File: src/rtl/slot_mon_pkg.sv
package slot_mon_pkg;

    localparam int NUM_STROBES = 3;
    localparam int CODE_W      = 2;

    typedef enum logic [1:0] {
        ORD_IDLE  = 2'd0,
        ORD_ALLOC = 2'd1,
        ORD_SET   = 2'd2
    } ord_e;

    typedef enum logic [CODE_W-1:0] {
        ERR_NONE   = 2'd0,
        ERR_MULTI  = 2'd1,
        ERR_ORDER  = 2'd2,
        ERR_REINIT = 2'd3
    } err_e;

    typedef struct packed {
        logic alloc;
        logic set;
        logic dealloc;
    } strobe_t;

    typedef struct packed {
        ord_e ord;
        logic active;
        logic valid;
        logic err;
        err_e code;
        logic run;
    } mon_state_t;

endpackage

File: src/rtl/slot_mon_gate.sv
module slot_mon_gate
    import slot_mon_pkg::*;
(
    input  logic    init_i,
    input  strobe_t raw_i,
    output strobe_t gated_o,
    output logic    any_o,
    output logic    multi_o
);
    localparam int CNT_W = $clog2(NUM_STROBES + 1);

    logic [CNT_W-1:0] hot_cnt;

    always_comb begin
        gated_o = init_i ? '0 : raw_i;
        hot_cnt = CNT_W'(gated_o.alloc) + CNT_W'(gated_o.set) + CNT_W'(gated_o.dealloc);
        any_o   = (hot_cnt != '0);
        multi_o = (hot_cnt > CNT_W'(1));
    end
endmodule

File: src/rtl/slot_mon_order.sv
module slot_mon_order
    import slot_mon_pkg::*;
(
    input  ord_e    cur_i,
    input  strobe_t stb_i,
    input  logic    any_i,
    input  logic    multi_i,
    output ord_e    nxt_o,
    output logic    viol_o
);
    logic expected;
    ord_e after;

    always_comb begin
        unique case (cur_i)
            ORD_IDLE:  begin expected = stb_i.alloc;   after = ORD_ALLOC; end
            ORD_ALLOC: begin expected = stb_i.set;     after = ORD_SET;   end
            ORD_SET:   begin expected = stb_i.dealloc; after = ORD_IDLE;  end
            default:   begin expected = 1'b0;          after = ORD_IDLE;  end
        endcase
        viol_o = any_i && !multi_i && !expected;
        nxt_o  = (any_i && !multi_i && expected) ? after : cur_i;
    end
endmodule

File: src/rtl/slot_mon_model.sv
module slot_mon_model
    import slot_mon_pkg::*;
(
    input  logic    active_i,
    input  logic    valid_i,
    input  strobe_t stb_i,
    output logic    active_nxt_o,
    output logic    valid_nxt_o
);
    always_comb begin
        active_nxt_o = (stb_i.alloc | active_i) & ~stb_i.dealloc;
        valid_nxt_o  = active_i & (stb_i.set | valid_i);
    end
endmodule

File: src/rtl/slot_order_monitor.sv
module slot_order_monitor
    import slot_mon_pkg::*;
(
    input  logic              clk,
    input  logic              init_i,
    input  logic              alloc_i,
    input  logic              set_i,
    input  logic              dealloc_i,
    output logic              active_o,
    output logic              valid_o,
    output logic              err_o,
    output logic [CODE_W-1:0] err_code_o,
    output logic              idle_o
);
    mon_state_t st_d, st_q;
    strobe_t    raw, gated;
    logic       any_hot, multi_hot, order_viol;
    logic       act_nxt, val_nxt;
    ord_e       ord_nxt;

    assign raw = '{alloc: alloc_i, set: set_i, dealloc: dealloc_i};

    slot_mon_gate u_gate (
        .init_i  (init_i),
        .raw_i   (raw),
        .gated_o (gated),
        .any_o   (any_hot),
        .multi_o (multi_hot)
    );

    slot_mon_order u_order (
        .cur_i   (st_q.ord),
        .stb_i   (gated),
        .any_i   (any_hot),
        .multi_i (multi_hot),
        .nxt_o   (ord_nxt),
        .viol_o  (order_viol)
    );

    slot_mon_model u_model (
        .active_i     (st_q.active),
        .valid_i      (st_q.valid),
        .stb_i        (gated),
        .active_nxt_o (act_nxt),
        .valid_nxt_o  (val_nxt)
    );

    always_comb begin
        st_d = st_q;
        if (init_i) begin
            st_d.ord    = ORD_IDLE;
            st_d.active = 1'b0;
            st_d.valid  = 1'b0;
            st_d.run    = 1'b0;
            if (st_q.run) begin
                st_d.err  = 1'b1;
                st_d.code = ERR_REINIT;
            end else begin
                st_d.err  = 1'b0;
                st_d.code = ERR_NONE;
            end
        end else begin
            st_d.run    = 1'b1;
            st_d.active = act_nxt;
            st_d.valid  = val_nxt;
            st_d.ord    = ord_nxt;
            if (!st_q.err && (multi_hot || order_viol)) begin
                st_d.err  = 1'b1;
                st_d.code = multi_hot ? ERR_MULTI : ERR_ORDER;
            end
        end
    end

    always_ff @(negedge clk) begin
        st_q <= st_d;
    end

    assign active_o   = st_q.active;
    assign valid_o    = st_q.valid;
    assign err_o      = st_q.err;
    assign err_code_o = st_q.code;
    assign idle_o     = (st_q.ord == ORD_IDLE);
endmodule

File: config.mk
export PLATFORM = sky130hd
export DESIGN_NAME = slot_order_monitor
export DESIGN_NICKNAME = d
export VERILOG_FILES = /design/src/rtl/slot_mon_pkg.sv /design/src/rtl/slot_mon_gate.sv /design/src/rtl/slot_mon_order.sv /design/src/rtl/slot_mon_model.sv /design/src/rtl/slot_order_monitor.sv
export SDC_FILE = /design/constraint.sdc
export NUM_CORES = 1
export LEC_CHECK = 0
export CAP_MARGIN = 40
export CORE_AREA = 3 3 40 42
export CTS_BUF_LIST = sky130_fd_sc_hd__clkbuf_4 sky130_fd_sc_hd__clkbuf_8
export DETAILED_ROUTE_END_ITERATION = 10
export DIE_AREA = 0 0 43 45
export PLACE_DENSITY = 0.65
export SLEW_MARGIN = 20
export SYNTH_ARGS = -nofsm -noshare
export SYNTH_HDL_FRONTEND = slang
export SYNTH_SLANG_ARGS = --single-unit
export TNS_END_PERCENT = 50
File: constraint.sdc
create_clock -name clk -period 3.53 [get_ports clk]
set_input_delay 0.706 -clock clk [delete_from_list [all_inputs] [get_ports clk]]
set_output_delay 0.706 -clock clk [all_outputs]
set_load 0.01 [all_outputs]
# Word-level counts from Yosys, hierarchy flattened

Index checks and enable logic that the tools add are counted.

Add/subtract/negate cells: 2
$lt $le $gt $ge: 1
Equal/unequal tests: 2
Multiplexer cells: 7
Bitwise gates (word level): 5
Reduce and logical (&&, ||, !) cells: 11

Operators by type and width:

| cell               | number |
|---|---|
| $mux 3             | 3 |
| $logic_and 1x1->1  | 4 |
| $mux 4             | 1 |
| $pmux 2 s2         | 1 |
| $reduce_bool 2->1  | 2 |
| $logic_not 1->1    | 3 |
| $pmux 1 s3         | 1 |
| $add 1x1->2        | 1 |
| $add 2x1->2        | 1 |
| $and 1x1->1        | 2 |
| $eq 2x1->1 const B | 1 |
| $eq 2x2->1 const B | 1 |
| $gt 2x1->1 const B | 1 |
| $logic_not 2->1    | 1 |
| $mux 2             | 1 |
| $or 1x1->1         | 2 |
| $logic_or 1x1->1   | 1 |
| $not 1->1          | 1 |

Flip-flop bits (word level): 8
Output and inout bits: 6
Word-level logic and storage cells: 34

# Longest topological paths before layout

Depth in word-level cells: 11
Gate-level depth with buffers: 6
Mapped depth without buffers: 6

# Hierarchy

Synthesis repeated with hierarchy kept, for this count alone.

Cell total of the unflattened synthesis: 45
Area, all modules: 465.4 um2

Modules (own cells, without submodules):

| module             | times used | cells each | area each (um2) |
|---|---|---|---|
| slot_order_monitor | 1          | 22         | 277.8 |
| slot_mon_order     | 1          | 12         | 105.1 |
| slot_mon_gate      | 1          | 9          | 65.1 |
| slot_mon_model     | 1          | 2          | 17.5 |

==> reports/results.txt <==
HP Class -> reg2reg
worst hold endpoint -> valid_o
Non-Filler Instances -> 79
share of cells above drive strength 1 -> 0.469
later-pin clock latency in the skew report -> 310 ps
CP max stage delay -> 500 ps
adder-cell area share of the yosys netlist -> 0.0511
final-layout fill cell count -> 133
vias in the first global route -> 393
Max Cap Viol -> 0
cell taking the most area after synthesis -> dfxtp_1
post-synthesis async set-or-reset flop share -> 0
routed vias/inst -> 4.70
Yosys reg bits -> 8
final clock skew -> 5.55 ps
reg2reg start -> st_q[7]
nature of the critical path endpoint -> flip-flop
Final #Nets -> 72
Synth top area share -> 0.256
status -> complete, but fails checks
Core Region -> 0.00128 mm2
first-pass GRT wire length -> 1.50 mm
DR pass1 iterations -> 4
die area -> 0.00194 mm2
number of synthesized flops with an enable pin -> 3
post-synthesis xor/xnor area fraction -> 0
via count -> 371
Slew Limit Fails -> 0
H-tree depth -> 1
PD cells -> 410 mW/mm2
FP Rows -> 13
I/O Buffers -> 10
Leakage Power -> 0.303 nW
unrepaired setup endpoints after global routing -> true
hold depth -> 1
clock-pin slew on the worst setup and hold paths -> 40 ps
failing checks -> setup timing
synth top area cells -> dfxtp_1 26%, edfxtp_1 23%, fa_1 5.1%, a2111oi_2 3.8%, buf_4 3.8%
Routed WL per cell -> 11.9 um
top-count cell post-synth -> dfxtp_1
Finished Core Util -> 0.507
die height -> 45 um
CTS tree -> yes
initial core utilization -> 0.305
kind of critical path -> in2reg
DR DRC count -> 0
total congestion overflow -> 0
final setup fails -> 5
# diodes -> 0
compound-gate portion of the synthesized area -> 0.185
CP arrival -> 1990 ps
Inst Count DP -> 67
sequential-to-total area share from yosys stat -> 0.486
Least-Margin Pin Slew -> 250 ps
routed wl met2 -> 476 um
Area Overhead vs Synth -> 66.5%
total track usage -> 0.110
simple logic cell fraction of the synthesized area -> 0.157
critical-path maximum fanout -> 3
largest net degree at the start of global routing -> 6
Gate Count Post-Synth -> 35
Met3 Routed Length -> 43 um
Setup crit start kind -> primary input
Initial DRC Count -> 1
critical path cell sequence -> buf_8 > nand2b_4 > fa_1 > a311o_1 > o221ai_2
Hold Crit Start -> active_o
HPWL Detailed -> 619 um
CTS Buf Count -> 3
Die Span X -> 43 um
post-route setup slack -> -240 ps
Routed WL -> 940 um
antenna viol nets, final -> 0
Cell variety after synth -> 22
clock tree buffer depth -> 2
reg2reg end -> err_o
slew margin rel. -> 0.833
largest family of logic cells by synthesized area -> compound AO/OA/AOI/OAI gates
Ys Warns -> 0
slowest stage cell, crit path -> fa_1
R2R setup slack -> 2150 ps
gpl congestion -> 0.708
# IOs -> 11
worst r2r path cells -> 4
Clk Tree Root Cell -> clkbuf_4
antenna violations before repair -> 0
Mapped Area -> 392 um2
syn_nets -> 41
Primary FF master, synth -> dfxtp_1
top cells by count, synth -> 5 x dfxtp_1, 3 x edfxtp_1, 3 x nor2_1
worst vdd ir -> 0.207 mV
synthesized area per cell -> 11.2 um2
DRT met1 WL -> 406 um
clock sink count -> 8
mux cell area share after synthesis -> 0.0543
Hold Vio Cnt, Final -> 0
Critical Path Start -> init_i
CP required -> 1750 ps
max layer used -> met4
## power breakdown
group | leakage, nW | switching (mW) | internal, mW | total, mW
clock | 0.0564 | 0.0511 | 0.0510 | 0.102
sequential | 0.0694 | 0.00255 | 0.103 | 0.106
combinational | 0.177 | 0.0286 | 0.0307 | 0.0593
total | 0.303 | 0.0823 | 0.185 | 0.267
## cell families after synthesis
group / after synthesis
AO/OA/AOI/OAI: 7
adder cells (fa/ha/maj): 1
buffers and inverters: 5
flip-flops: 8
multiplexers: 2
AND/OR/NAND/NOR: 12
## worst max-delay path, delay by kind of cell
family,cells,cell delay [ps]
AOI/OAI and AO/OA,2,540
buffers and inverters,1,100
adders and majority gates,1,500
and+or+nand+nor,1,140
## state kept, by name, summed over array words and instances, names as in the netlist
register,flops
active_o,1
err_code_o,2
err_o,1
st_q,3
valid_o,1
## cell usage in the layout, fill, tap and decap left out, types with 2 or more instances in the layout
master,instances
buf_4,11
inv_1,8
dfxtp_1,5
dlygate4sd2_1,4
nor2_1,3
clkbuf_4,3
edfxtp_1,3
nor3_1,2
nand2_2,2
buf_2,2
## routing by layer
layer,vias to the layer above,track usage
met4,0,0.102
li1,187,-
met2,10,0.171
met3,2,0.0398
met1,172,0.115
met5,-,0
## layout make-up
| class | count | area, um2 | share of cell area |
|---|---|---|---|
| Clock inverter | 8 | 30.0 | 0.0461 |
| Clock buffer | 3 | 22.5 | 0.0345 |
| Inverter | 2 | 11.3 | 0.0173 |
| Sequential cell | 8 | 190 | 0.292 |
| Multi-Input combinational cell | 22 | 210 | 0.322 |
| Tap cell | 15 | 18.8 | 0.0288 |
| Timing Repair Buffer | 21 | 169 | 0.259 |
## metrics by stage
stage	cell area, um2	power [mW]	TNS, ps	setup slack, ps	hold WS, ps
after floorplan	398	0.149	-1660	-372	486
after global placement	569	0.176	-5810	-994	464
after detailed placement	569	0.177	-5810	-994	461
after CTS	659	0.271	-884	-243	470
after global routing	652	0.289	-1060	-280	478
final	652	0.267	-881	-240	464
## how the worst max path moves through the flow
stage	to	slack, ps	depth (start not counted)
floorplan	err_code_o[0]	-370	5
global placement	err_code_o[0]	-990	5
detailed placement	err_o	-990	6
CTS	err_o	-240	6
global route	err_code_o[1]	-280	5
finish	err_o	-240	5
## timing repair
item / in CTS / in global routing
setup buffers: 2 / 0
hold buffers: 0 / 0
pin swaps: 7 / 3
setup endpoints to repair: 13 / 7
gates resized for setup: 28 / 5
hold endpoints to repair: 0 / 0
(Power assumes the default switching activity.)
